<file path="config.mk">
export PLATFORM = sky130hd
export DESIGN_NAME = rrp_cal
export DESIGN_NICKNAME = d
export VERILOG_FILES = /design/src/rtl/rrp_pkg.sv /design/src/rtl/rrp_step_ctrl.sv /design/src/rtl/rrp_win_find.sv /design/src/rtl/rrp_cal.sv
export SDC_FILE = /design/constraint.sdc
export NUM_CORES = 1
export LEC_CHECK = 0
export BUFFER_PORTS_ARGS = -buffer_cell sky130_fd_sc_hd__buf_2
export CAP_MARGIN = 5
export CORE_ASPECT_RATIO = 1.5
export CORE_MARGIN = 2
export CORE_UTILIZATION = 40
export DETAILED_ROUTE_END_ITERATION = 8
export GPL_TIMING_DRIVEN = 0
export HOLD_SLACK_MARGIN = 0.1
export PLACE_DENSITY_LB_ADDON = 0.25
export SETUP_SLACK_MARGIN = 0.1
export SLEW_MARGIN = 15
export SYNTH_ARGS = -nofsm -noshare
export SYNTH_HDL_FRONTEND = slang
export SYNTH_HIERARCHICAL = 1
export SYNTH_SLANG_ARGS = --single-unit
</file>
<file path="constraint.sdc">
create_clock -name clk_i -period 44.3 [get_ports clk_i]
set_input_delay 2.215 -clock clk_i [delete_from_list [all_inputs] [get_ports clk_i]]
set_output_delay 2.215 -clock clk_i [all_outputs]
set_load 0.03 [all_outputs]
</file>
<file path="src/rtl/rrp_pkg.sv">
package rrp_pkg;
  typedef enum logic [3:0] {
    S_IDLE, S_RST_GO, S_RST_WAIT, S_CMP_REQ, S_CMP_WAIT,
    S_SWP_GO, S_SWP_WAIT, S_EVAL, S_SEEK_GO, S_SEEK_WAIT, S_DONE
  } cal_state_e;

  localparam logic [7:0] ERR_NONE   = 8'h00;
  localparam logic [7:0] ERR_NO_WIN = 8'h01;
endpackage

</file>
<file path="src/rtl/rrp_step_ctrl.sv">
module rrp_step_ctrl #(
  parameter int N_STEPS = 16,
  localparam int PW = $clog2(N_STEPS)
) (
  input  logic          clk_i,
  input  logic          rst_ni,
  input  logic          go_i,
  input  logic          dir_i,
  input  logic          done_i,
  output logic          step_o,
  output logic          dir_o,
  output logic          busy_o,
  output logic          ack_o,
  output logic [PW-1:0] phase_o
);
  logic step_q, dir_q, busy_q, ack_q;
  logic [PW-1:0] phase_q;

  always_ff @(posedge clk_i or negedge rst_ni) begin
    if (!rst_ni) begin
      step_q  <= 1'b0;
      dir_q   <= 1'b1;
      busy_q  <= 1'b0;
      ack_q   <= 1'b0;
      phase_q <= '0;
    end else begin
      step_q <= 1'b0;
      ack_q  <= 1'b0;
      if (go_i && !busy_q) begin
        busy_q <= 1'b1;
        step_q <= 1'b1;
        dir_q  <= dir_i;
      end else if (busy_q && !step_q && done_i) begin
        busy_q <= 1'b0;
        ack_q  <= 1'b1;
        if (dir_q)
          phase_q <= (phase_q == PW'(N_STEPS-1)) ? '0 : phase_q + 1'b1;
        else
          phase_q <= (phase_q == '0) ? PW'(N_STEPS-1) : phase_q - 1'b1;
      end
    end
  end

  assign step_o  = step_q;
  assign dir_o   = dir_q;
  assign busy_o  = busy_q;
  assign ack_o   = ack_q;
  assign phase_o = phase_q;
endmodule

</file>
<file path="src/rtl/rrp_win_find.sv">
module rrp_win_find #(
  parameter int N_STEPS = 16,
  localparam int PW = $clog2(N_STEPS),
  localparam int LW = $clog2(N_STEPS + 1)
) (
  input  logic [N_STEPS-1:0] mask_i,
  output logic [LW-1:0]      len_o,
  output logic [PW-1:0]      centre_o
);
  int run, best, best_end, first, mid;

  // ring scan over two laps; strict compare keeps the earliest of equal runs
  always_comb begin
    run = 0; best = 0; best_end = 0;
    for (int i = 0; i < 2*N_STEPS; i++) begin
      if (mask_i[i % N_STEPS]) run = run + 1;
      else run = 0;
      if (run > best && run < N_STEPS) begin
        best = run;
        best_end = i;
      end
    end
    if (&mask_i) begin
      best = N_STEPS;
      first = 0;
    end else begin
      first = (best_end - best + 1) % N_STEPS;
    end
    mid = (first + best / 2) % N_STEPS;
    len_o    = LW'(best);
    centre_o = PW'(mid);
  end
endmodule

</file>
<file path="src/rtl/rrp_cal.sv">
module rrp_cal
  import rrp_pkg::*;
#(
  parameter int          N_STEPS  = 16,
  parameter int          CS_NUM   = 2,
  parameter int          CSEL_W   = 4,
  parameter int unsigned CSEL_VAL = 6,
  localparam int PW  = $clog2(N_STEPS),
  localparam int LW  = $clog2(N_STEPS + 1),
  localparam int CSW = (CS_NUM > 1) ? $clog2(CS_NUM) : 1
) (
  input  logic              clk_i,
  input  logic              rst_ni,
  input  logic              start_i,
  output logic              pll_step_o,
  output logic              pll_updn_o,
  output logic [CSEL_W-1:0] pll_cntsel_o,
  input  logic              pll_done_i,
  output logic              cmp_req_o,
  output logic [CSW-1:0]    cmp_cs_o,
  input  logic              cmp_vld_i,
  input  logic              cmp_btp_ok_i,
  input  logic              cmp_mtp_ok_i,
  output logic              done_o,
  output logic              fail_o,
  output logic [7:0]        err_o,
  output logic [PW-1:0]     phase_o,
  output logic [LW-1:0]     win_size_o
);
  cal_state_e state_q;
  logic [N_STEPS-1:0] mask_q;
  logic [PW-1:0] idx_q, seek_q, cur_phase, centre;
  logic [CSW-1:0] cs_q;
  logic [LW-1:0] len, win_q;
  logic go, dir, busy, ack, done_q, fail_q;
  logic [7:0] err_q;

  rrp_step_ctrl #(.N_STEPS(N_STEPS)) u_step (
    .clk_i, .rst_ni, .go_i(go), .dir_i(dir), .done_i(pll_done_i),
    .step_o(pll_step_o), .dir_o(pll_updn_o), .busy_o(busy), .ack_o(ack),
    .phase_o(cur_phase)
  );

  rrp_win_find #(.N_STEPS(N_STEPS)) u_win (
    .mask_i(mask_q), .len_o(len), .centre_o(centre)
  );

  always_comb begin
    go  = 1'b0;
    dir = 1'b1;
    unique case (state_q)
      S_RST_GO:  if (cur_phase != '0) begin go = 1'b1; dir = 1'b0; end
      S_SWP_GO:  go = 1'b1;
      S_SEEK_GO: if (seek_q != '0) go = 1'b1;
      default: ;
    endcase
  end

  always_ff @(posedge clk_i or negedge rst_ni) begin
    if (!rst_ni) begin
      state_q <= S_IDLE;
      mask_q  <= '1;
      idx_q   <= '0;
      cs_q    <= '0;
      seek_q  <= '0;
      win_q   <= '0;
      done_q  <= 1'b0;
      fail_q  <= 1'b0;
      err_q   <= ERR_NONE;
    end else begin
      unique case (state_q)
        S_IDLE, S_DONE: if (start_i) begin
          state_q <= S_RST_GO;
          mask_q  <= '1;
          idx_q   <= '0;
          cs_q    <= '0;
          win_q   <= '0;
          done_q  <= 1'b0;
          fail_q  <= 1'b0;
          err_q   <= ERR_NONE;
        end
        S_RST_GO:   state_q <= (cur_phase == '0) ? S_CMP_REQ : S_RST_WAIT;
        S_RST_WAIT: if (ack) state_q <= S_RST_GO;
        S_CMP_REQ:  state_q <= S_CMP_WAIT;
        S_CMP_WAIT: if (cmp_vld_i) begin
          mask_q[idx_q] <= mask_q[idx_q] & cmp_btp_ok_i & cmp_mtp_ok_i;
          state_q <= S_SWP_GO;
        end
        S_SWP_GO:   state_q <= S_SWP_WAIT;
        S_SWP_WAIT: if (ack) begin
          if (idx_q == PW'(N_STEPS-1)) begin
            idx_q <= '0;
            if (cs_q == CSW'(CS_NUM-1)) state_q <= S_EVAL;
            else begin
              cs_q    <= cs_q + 1'b1;
              state_q <= S_CMP_REQ;
            end
          end else begin
            idx_q   <= idx_q + 1'b1;
            state_q <= S_CMP_REQ;
          end
        end
        S_EVAL: begin
          win_q <= len;
          if (len == '0) begin
            fail_q  <= 1'b1;
            err_q   <= ERR_NO_WIN;
            done_q  <= 1'b1;
            state_q <= S_DONE;
          end else begin
            seek_q  <= centre;
            state_q <= S_SEEK_GO;
          end
        end
        S_SEEK_GO: if (seek_q == '0) begin
          done_q  <= 1'b1;
          state_q <= S_DONE;
        end else state_q <= S_SEEK_WAIT;
        S_SEEK_WAIT: if (ack) begin
          seek_q  <= seek_q - 1'b1;
          state_q <= S_SEEK_GO;
        end
        default: state_q <= S_IDLE;
      endcase
    end
  end

  assign pll_cntsel_o = CSEL_W'(CSEL_VAL);
  assign cmp_req_o    = (state_q == S_CMP_REQ);
  assign cmp_cs_o     = cs_q;
  assign done_o       = done_q;
  assign fail_o       = fail_q;
  assign err_o        = err_q;
  assign phase_o      = cur_phase;
  assign win_size_o   = win_q;
endmodule

</file>
# After elaboration in Yosys (flattened, before gate mapping)
# Cells that the tools add are included.
# classes
add_sub_neg,40
order_cmp,66
eq_ne,21
n_mux,150
bitwise_logic,4
reduce_logical,61
# op_table
cell,n
$mux 32,63
$add 32x2->32 const B,31
$lt 32x6->1 const B,31
$gt 32x32->1,30
$mux 4,23
$mux 5,17
$pmux 4 s10,1
$logic_and 1x1->1,36
$gt 32x2->1,1
$mux 16,2
$pmux 16 s2,1
$sub 6x32->32,1
$mux 1,21
$eq 4x4->1 const B,5
$bwmux 16,1
$eq 4x3->1 const B,4
$mux 8,2
$pmux 4 s2,2
$pmux 8 s2,1
$reduce_and 16->1,1
$mux 3,5
$logic_not 4->1,3
$ne 2x2->1 const B,6
$reduce_and 3->1,4
30 further kinds,50
# totals
register_bits,52
in_bits,7
output_inout_bits,27
wordCells,356

# Longest topological paths before layout
# Gate-level depths: netlist (run 1).
# depth
depth_word,103
mapped_depth,285
depth_no_buf,277

# Cells and area by module
# The synthesis (run 1) kept the hierarchy.
# by_module_without_submodules
module,instances,cells_each,area_each_um2,seq_area_each_um2
rrp_win_find,1,2431,17290.3,0.0
rrp_cal,1,278,2468.6,920.9
rrp_step_ctrl,1,37,414.1,201.4

# Worst setup path before layout (run 1)
# OpenSTA, ideal clock, no wires.
# synth_path
path_type,reg-to-reg
start,reg mask_q[0]
end,reg seek_q[3]
setup_ps,76
arrival_time_ps,45833
t_required_ps,44224
slack_ps,-1609
path_stages_with_launch,251
path_buffers,8
period_less_slack_ps,45909
cell_sequence,dfstp_2 -> inv_1 -> ha_1 -> ha_1 -> nand2_1 -> inv_2 -> ha_1 -> a211oi_4 -> o21ai_0 -> ha_1 -> o311a_1 -> or3b_1 -> and2_1 -> ha_1 -> o21a_1 -> nand4_1 -> mux2i_1 -> nand3b_4 -> [... 215 more ...] -> o21ai_0 -> nand2_1 -> o211ai_1 -> a221oi_1 -> a32oi_1 -> nand2_1 -> inv_1 -> a211oi_1 -> ha_1 -> inv_1 -> ha_1 -> fa_1 -> nor2b_1 -> ha_1 -> a21oi_1 -> xor2_1 -> a21oi_1 -> o21ai_1
# synth_between
elab_chain_len,103
word_cells_on_any_way,235
classes_between,35 x add/sub; 64 x order compare; 1 x eq/ne; 99 x mux; 1 x bitwise; 35 x reduce/logical
# synth_lines
item,line_no,source
start: declaration,rrp_cal.sv:31,logic [N_STEPS-1:0] mask_q;
start signal: indexed assignment,rrp_cal.sv:86,mask_q[idx_q] <= mask_q[idx_q] & cmp_btp_ok_i & cmp_mtp_ok_i;
$mux 1,rrp_win_find.sv:16,if (mask_i[i % N_STEPS]) run = run + 1;
$lt 1x5->1 / $gt 1x1->1 (equally long branches),rrp_win_find.sv:18,if (run > best && run < N_STEPS) begin
$logic_and 1x1->1,rrp_win_find.sv:18,
$mux 1,rrp_win_find.sv:18,
$gt 32x2->1,rrp_win_find.sv:18,
$logic_and 1x1->1,rrp_win_find.sv:18,
$mux 32,rrp_win_find.sv:18,
$gt 32x32->1,rrp_win_find.sv:18,
[... 88 more ...],--,
$mux 5 / $mux 32 (equally long branches),rrp_win_find.sv:18,
$sub 6x32->32 / $mux 32 (equally long branches),"rrp_win_find.sv:27, rrp_win_find.sv:23",
$add 32x2->32 / $and 1x1->1 (equally long branches),--,
$mux 4 / $add 4x1->4 (equally long branches),--,
$add 4x4->4 (*),rrp_win_find.sv:29,mid = (first + best / 2) % N_STEPS;
via centre[3],rrp_cal.sv:32,"logic [PW-1:0] idx_q, seek_q, cur_phase, centre;"
$mux 4 (*),rrp_cal.sv:105,if (len == '0) begin
$pmux 4 s2 (*),rrp_cal.sv:71,unique case (state_q)
end signal: assignment,rrp_cal.sv:111,seek_q <= centre;
end signal: assignment,rrp_cal.sv:120,seek_q <= seek_q - 1'b1;
end: declaration,rrp_cal.sv:32,
# Mark *: on every way through the listed nets, which the timed path passes. The rest lies on a longest branch. The select of a mux whose other input is x is not followed.
# A chain may end at the register's enable or synchronous reset.

# Final worst setup path (run 1)
# Same ends and word-level chain as after synthesis.

==> results of run 1 <==
==> metal layers <==
metal | vias up | routed length, µm | GRT usage
met5 | - | 0 | 0
met4 | 0 | 3490 | 0.117
met3 | 225 | 2150 | 0.0132
met2 | 636 | 31800 | 0.429
met1 | 10900 | 23400 | 0.234
li1 | 11600 | - | -
==> kinds of logic (layout without fill, tap and decap cells) <==
kind of cell	Yosys count	count (layout)	share of synthesized area
compound gates	882	882	0.308
xor+xnor	84	84	0.0365
fa+ha+maj	412	412	0.255
buf+inv	181	457	0.0403
flops	44	44	0.0556
mux	51	51	0.0300
other cells	4	654	0.000744
simple gates	1088	1088	0.274
==> registers in the layout, summed over array words and instances (netlist names) <==
register        flops
u_step/busy_o       1
cmp_cs_o            1
u_step/dir_o        1
u_step/phase_o      4
idx_q               4
seek_q              4
err_o               1
state_q             4
done_o              1
win_size_o          5
u_step/step_o       1
u_step/ack_o        1
mask_q             16
==> Yosys cell counts, types with 9 or more instances <==
cell type and count:
nor3_1 74, o31ai_1 12, o21a_1 20, xnor2_1 61, and3_1 44, a2111oi_0 9, a211oi_1 25, or2_1 9
nand3_1 121, mux2i_1 26, nor2_1 231, a31oi_1 23, a22o_1 10, maj3_1 11, nand2_1 294, o211ai_1 30
nor4_1 16, xor2_1 23, buf_4 21, o2111ai_1 17, a221oi_1 13, or4_1 10, clkbuf_1 46, mux2_2 13
a21oi_1 243, and2_1 50, nand4_1 73, a211o_1 9, or3_1 17, nor2b_1 50, ha_1 397, buf_2 17
dfstp_2 17, o22ai_1 14, dfrtp_1 27, o21ai_1 29, inv_1 81, a21o_1 108, o21ai_0 156, a21oi_2 9
nand2b_1 21
==> metrics by stage <==
stage | hold slack [ns] | setup slack [ns] | area, µm² | instances
after CTS | 0.506 | -0.260 | 26400 | 4279
final | 0.505 | -0.486 | 27600 | 4335
after global placement | 0.493 | -6.69 | 23700 | 4081
after detailed placement | 0.492 | -6.85 | 23700 | 4081
after floorplan | 0.488 | 0.118 | 22800 | 3396
after global routing | 0.516 | -2.47 | 27600 | 4335
==> critical path, delay by kind of cell (launching register included) <==
family,cells,cell delay [ns]
mux,9,2.18
simple gates,70,12.17
compound gates,106,17.19
buf+inv,27,3.03
fa+ha+maj,38,9.21
flops,1,0.60
xor+xnor,1,0.15
==> area by class of cell <==
cell class / count / area share
Buffer: 94 / 0.0191
Clock buffer: 7 / 0.00480
Clock inverter: 1 / 0.000136
Inverter: 86 / 0.0120
Multi-Input combinational cell: 3171 / 0.820
Sequential cell: 44 / 0.0407
Tap cell: 663 / 0.0300
Timing Repair Buffer: 269 / 0.0730
==> timing repair <==
action,4_1_cts,5_1_grt
setup buffers,190,59
resized for setup,269,161
pin swaps,185,188
endpoints found under the hold margin,0,0
setup endpoints to repair,11,11
==> worst max path at each step <==
stage	from	end	slack, ns
floorplan	mask_q[0]$_DFFE_PN1P_	seek_q[3]$_DFFE_PN0P_	0.12
global placement	mask_q[1]$_DFFE_PN1P_	seek_q[3]$_DFFE_PN0P_	-6.69
global route	mask_q[0]$_DFFE_PN1P_	seek_q[3]$_DFFE_PN0P_	-2.47
detailed placement	mask_q[1]$_DFFE_PN1P_	seek_q[3]$_DFFE_PN0P_	-6.85
CTS	mask_q[0]$_DFFE_PN1P_	seek_q[3]$_DFFE_PN0P_	-0.26
finish	mask_q[0]$_DFFE_PN1P_	seek_q[3]$_DFFE_PN0P_	-0.49
==> flow_summary.json, run 1 <==
{
  "reg2reg_slack_ns": -0.49,
  "grt_use_total": 0.220,
  "yosys_warnings": 6,
  "avgSynthCellArea_um2": 7.35,
  "synth_seq_cells": 44,
  "fp-row-count": 100,
  "synth_area_leaders": "ha_1, a21oi_1, nand2_1",
  "h-tree-depth": 2,
  "start_util": 0.406,
  "chipHeight_um": 279,
  "critPathMaxFanout": 7,
  "drive_gt1_frac": 0.207,
  "crit_required_ns": 44.47,
  "post-route-period-util": 1.01,
  "utilization": 0.556,
  "whs_path_depth": 1,
  "crit_path_end_kind": "flop",
  "grt_pass1_vias": 22500,
  "layout_setup_ws_ns": -0.486,
  "finalWeightedCongestion": 0.947,
  "die_w_um": 187,
  "tightest_slew_ns": 1.27,
  "drc_errors": 0,
  "final_common_cell": "conb_1",
  "violations": "setup timing",
  "drt_iter0_drc": 1283,
  "portBuffers": 22,
  "via_count": 23400,
  "cts_root_buffer": "clkbuf_16",
  "yosys.cell_types.count": 144,
  "cts_tree": "built",
  "synth_area_um2": 20200,
  "multi_input_area_um2": 22700,
  "regArea_um2": 1130,
  "hold_start": "win_size_o[1]$_DFFE_PN0P_",
  "cp_common_cell": "ha_4",
  "timing.fmax_mhz": 22.3,
  "hp-class": "flop to flop",
  "syn_to_final_growth_pct": 37.0,
  "slew_viol_final": 0,
  "diodes": 0,
  "fillCellCount": 4764,
  "grt_pass1_wl_um": 99600,
  "vias_per_cell": 5.40,
  "clk-insertion-delay-late_ns": 0.29,
  "tns_ns": -1.93,
  "cts_inserted_buffers": 5,
  "r2r_cells": 251,
  "arrival_ns": 44.95,
  "num_io_pins": 34,
  "synthArstFlopShare": 1.00,
  "synth_largest_area_cell": "ha_1",
  "core_area_um2": 49700,
  "crit_path_start_kind": "flop",
  "synth_ff_type": "dfrtp_1",
  "critPathMaxStageDelay_ns": 0.60,
  "postCtsHoldBufs": 0,
  "finalCriticalPeriod_ns": 44.79,
  "final-setup-viol-count": 7,
  "synth_edf_count": 0,
  "r2r-start": "mask_q[0]$_DFFE_PN1P_",
  "finalClockSkew_ns": 0.00594,
  "hpwl_um": 46200,
  "synth.top_cell.area_share": 0.246,
  "drt-pass1-iter-count": 6,
  "synth_cells": 2746,
  "cp_slowest_cell": "dfstp_2",
  "fin_nets": 4078,
  "ant_nets": 0,
  "maxCapViolations": 0,
  "drt_wl_total_um": 60900,
  "path_clk_slew_ns": 0.06,
  "status": "complete, but fails checks",
  "clk_path_buf_depth": 2,
  "grt_max_degree": 45,
  "worstSetupPathType": "flop to flop",
  "antenna_found_initial": 0,
  "worstReg2RegEnd": "seek_q[3]$_DFFE_PN0P_",
  "max_slew_margin": 0.144,
  "final_cell_mix": "conb_1, ha_1, nand2_1, buf_4, nor2_1",
  "yosysSeqAreaShare": 0.0556,
  "die-area_um2": 52300,
  "wl_per_cell_um": 14.0,
  "grt_remaining_overflow": 0,
  "holdPathEnd": "win_size_o[1]$_DFFE_PN0P_",
  "clock-sinks": 44,
  "final-hold-violation-count": 0,
  "rsz0062_at_grt": "true"
}
Power of run 1 is not shown: default switching activity piles up to over one toggle a cycle in this logic, so the estimate is an artifact.
==> run 2: changes to the inputs <==
Settings changed: CORE_ASPECT_RATIO 1.5 to 0.8, GPL_ROUTABILITY_DRIVEN set to 0.
Clock period 44.3 ns to 43.2 ns, I/O delays scaled along.
==> flow_summary.json, run 2 (same netlist as run 1, synthesis figures left out) <==
{
  "status": "complete, but fails checks",
  "violations": "setup timing",
  "max_slew_margin": 0.237,
  "critPathMaxStageDelay_ns": 0.74,
  "fp-row-count": 73,
  "arrival_ns": 45.79,
  "placed_cells": 4093,
  "die-area_um2": 52300,
  "final-hold-violation-count": 0,
  "post-route-period-util": 1.05,
  "num_io_pins": 34,
  "drive_gt1_frac": 0.178,
  "diodes": 0,
  "syn_to_final_growth_pct": 33.0,
  "regArea_um2": 1130,
  "maxCapViolations": 0,
  "regMostFlops": "mask_q",
  "drt_iter0_drc": 1556,
  "grt_remaining_overflow": 0,
  "chipHeight_um": 205,
  "path_clk_slew_ns": 0.07,
  "whs_ns": 0.508,
  "drc_errors": 0,
  "clock-sinks": 44,
  "postCtsHoldBufs": 0,
  "h-tree-depth": 2,
  "grt_pass1_wl_um": 92900,
  "worstSetupPathType": "flop to flop",
  "wl_per_cell_um": 13.5,
  "ant_nets": 0,
  "rsz0062_at_grt": "true",
  "grt_max_degree": 45,
  "final-setup-viol-count": 11,
  "grt_pass1_vias": 19800,
  "multi_input_area_um2": 22500,
  "hp-class": "flop to flop",
  "grt_use_total": 0.208,
  "final_common_cell": "conb_1",
  "cts_tree": "built",
  "via_count": 22500,
  "finalNonFillerCells": 4265,
  "largest_register_ffs": 16,
  "cp_common_cell": "ha_4",
  "hpwl_um": 45800,
  "dpl-instance-area_um2": 24100,
  "cts_inserted_buffers": 5,
  "tightest_slew_ns": 1.13,
  "layout_setup_ws_ns": -2.38,
  "clk_path_buf_depth": 2,
  "fillCellCount": 4897,
  "crit_path_start_kind": "flop",
  "design_area_um2": 26800,
  "antenna_found_initial": 0,
  "final_cell_mix": "conb_1, ha_1, nand2_1, nor2_1, a21oi_1",
  "critPathMaxFanout": 12,
  "drt_wl_total_um": 57600,
  "start_util": 0.405,
  "core_area_um2": 49800,
  "portBuffers": 22,
  "cp_slowest_cell": "dfstp_4",
  "slew_viol_final": 0,
  "timing.fmax_mhz": 21.9,
  "fin_nets": 3996,
  "finalCriticalPeriod_ns": 45.58,
  "crit_required_ns": 43.41,
  "crit_path_end_kind": "flop",
  "drt-pass1-iter-count": 6,
  "clk-insertion-delay-late_ns": 0.29,
  "die_w_um": 255,
  "finalClockSkew_ns": 0.0110,
  "vias_per_cell": 5.27,
  "cts_root_buffer": "clkbuf_16"
}
-- run 2: metal layers --
| metal | vias up | part of all wire | GRT usage |
|---|---|---|---|
| met5 | - | 0 | 0 |
| met4 | 0 | 0.0066 | 0.0198 |
| met3 | 32 | 0.059 | 0.0189 |
| met2 | 623 | 0.44 | 0.330 |
| met1 | 10300 | 0.50 | 0.312 |
| li1 | 11500 | - | - |
-- run 2: final timing paths --
check / start / cells after the start / endpoint / slack (ns)
hold reg to reg: win_size_o[4]$_DFFE_PN0P_ / 1 / win_size_o[4]$_DFFE_PN0P_ / 0.51
setup / recovery: mask_q[1]$_DFFE_PN1P_ / 247 / seek_q[3]$_DFFE_PN0P_ / -2.38
hold / removal: win_size_o[4]$_DFFE_PN0P_ / 1 / win_size_o[4]$_DFFE_PN0P_ / 0.51
setup reg to reg: mask_q[1]$_DFFE_PN1P_ / 247 / seek_q[3]$_DFFE_PN0P_ / -2.38
max in group asynchronous: rst_ni / 1 / seek_q[1]$_DFFE_PN0P_ / 40.53
min in group asynchronous: rst_ni / 1 / u_step/phase_o[2]$_DFFE_PN0P_ / 2.04
-- run 2: metrics by stage --
step	worst slack (ns)	utilization	setup TNS, ns
floorplan	0.0516	-	0
detailed placement	-5.88	0.485	-56.39
global placement	-5.76	0.485	-55.20
global route	-4.32	0.539	-39.38
CTS	-3.43	0.499	-28.85
finish	-2.38	0.539	-17.92
-- run 2: layout make-up --
type                    count  share of cell area
multi-input cells        3171               0.837
repair buffers            186              0.0514
flip-flops and latches     44              0.0420
well taps                 675              0.0315
plain buffers              95              0.0201
inverters                  86              0.0124
clock buffers               7             0.00531
clock inverters             1            0.000280
-- run 2: timing repair --
action                     CTS  global route
resized for setup           46           217
pin swaps                   41           189
setup endpoints to repair   11            11
buffers inserted            41           123
-- run 2: critical path: cells and delay by family, from the launching register on --
| kind | cells | cell delay, ns |
|---|---|---|
| buf+inv | 19 | 2.15 |
| mux | 11 | 3.06 |
| compound gates | 103 | 17.17 |
| fa+ha+maj | 40 | 10.09 |
| simple gates | 73 | 12.02 |
| flops | 1 | 0.74 |
| xor+xnor | 1 | 0.16 |
Power of run 2 is left out for the same reason.
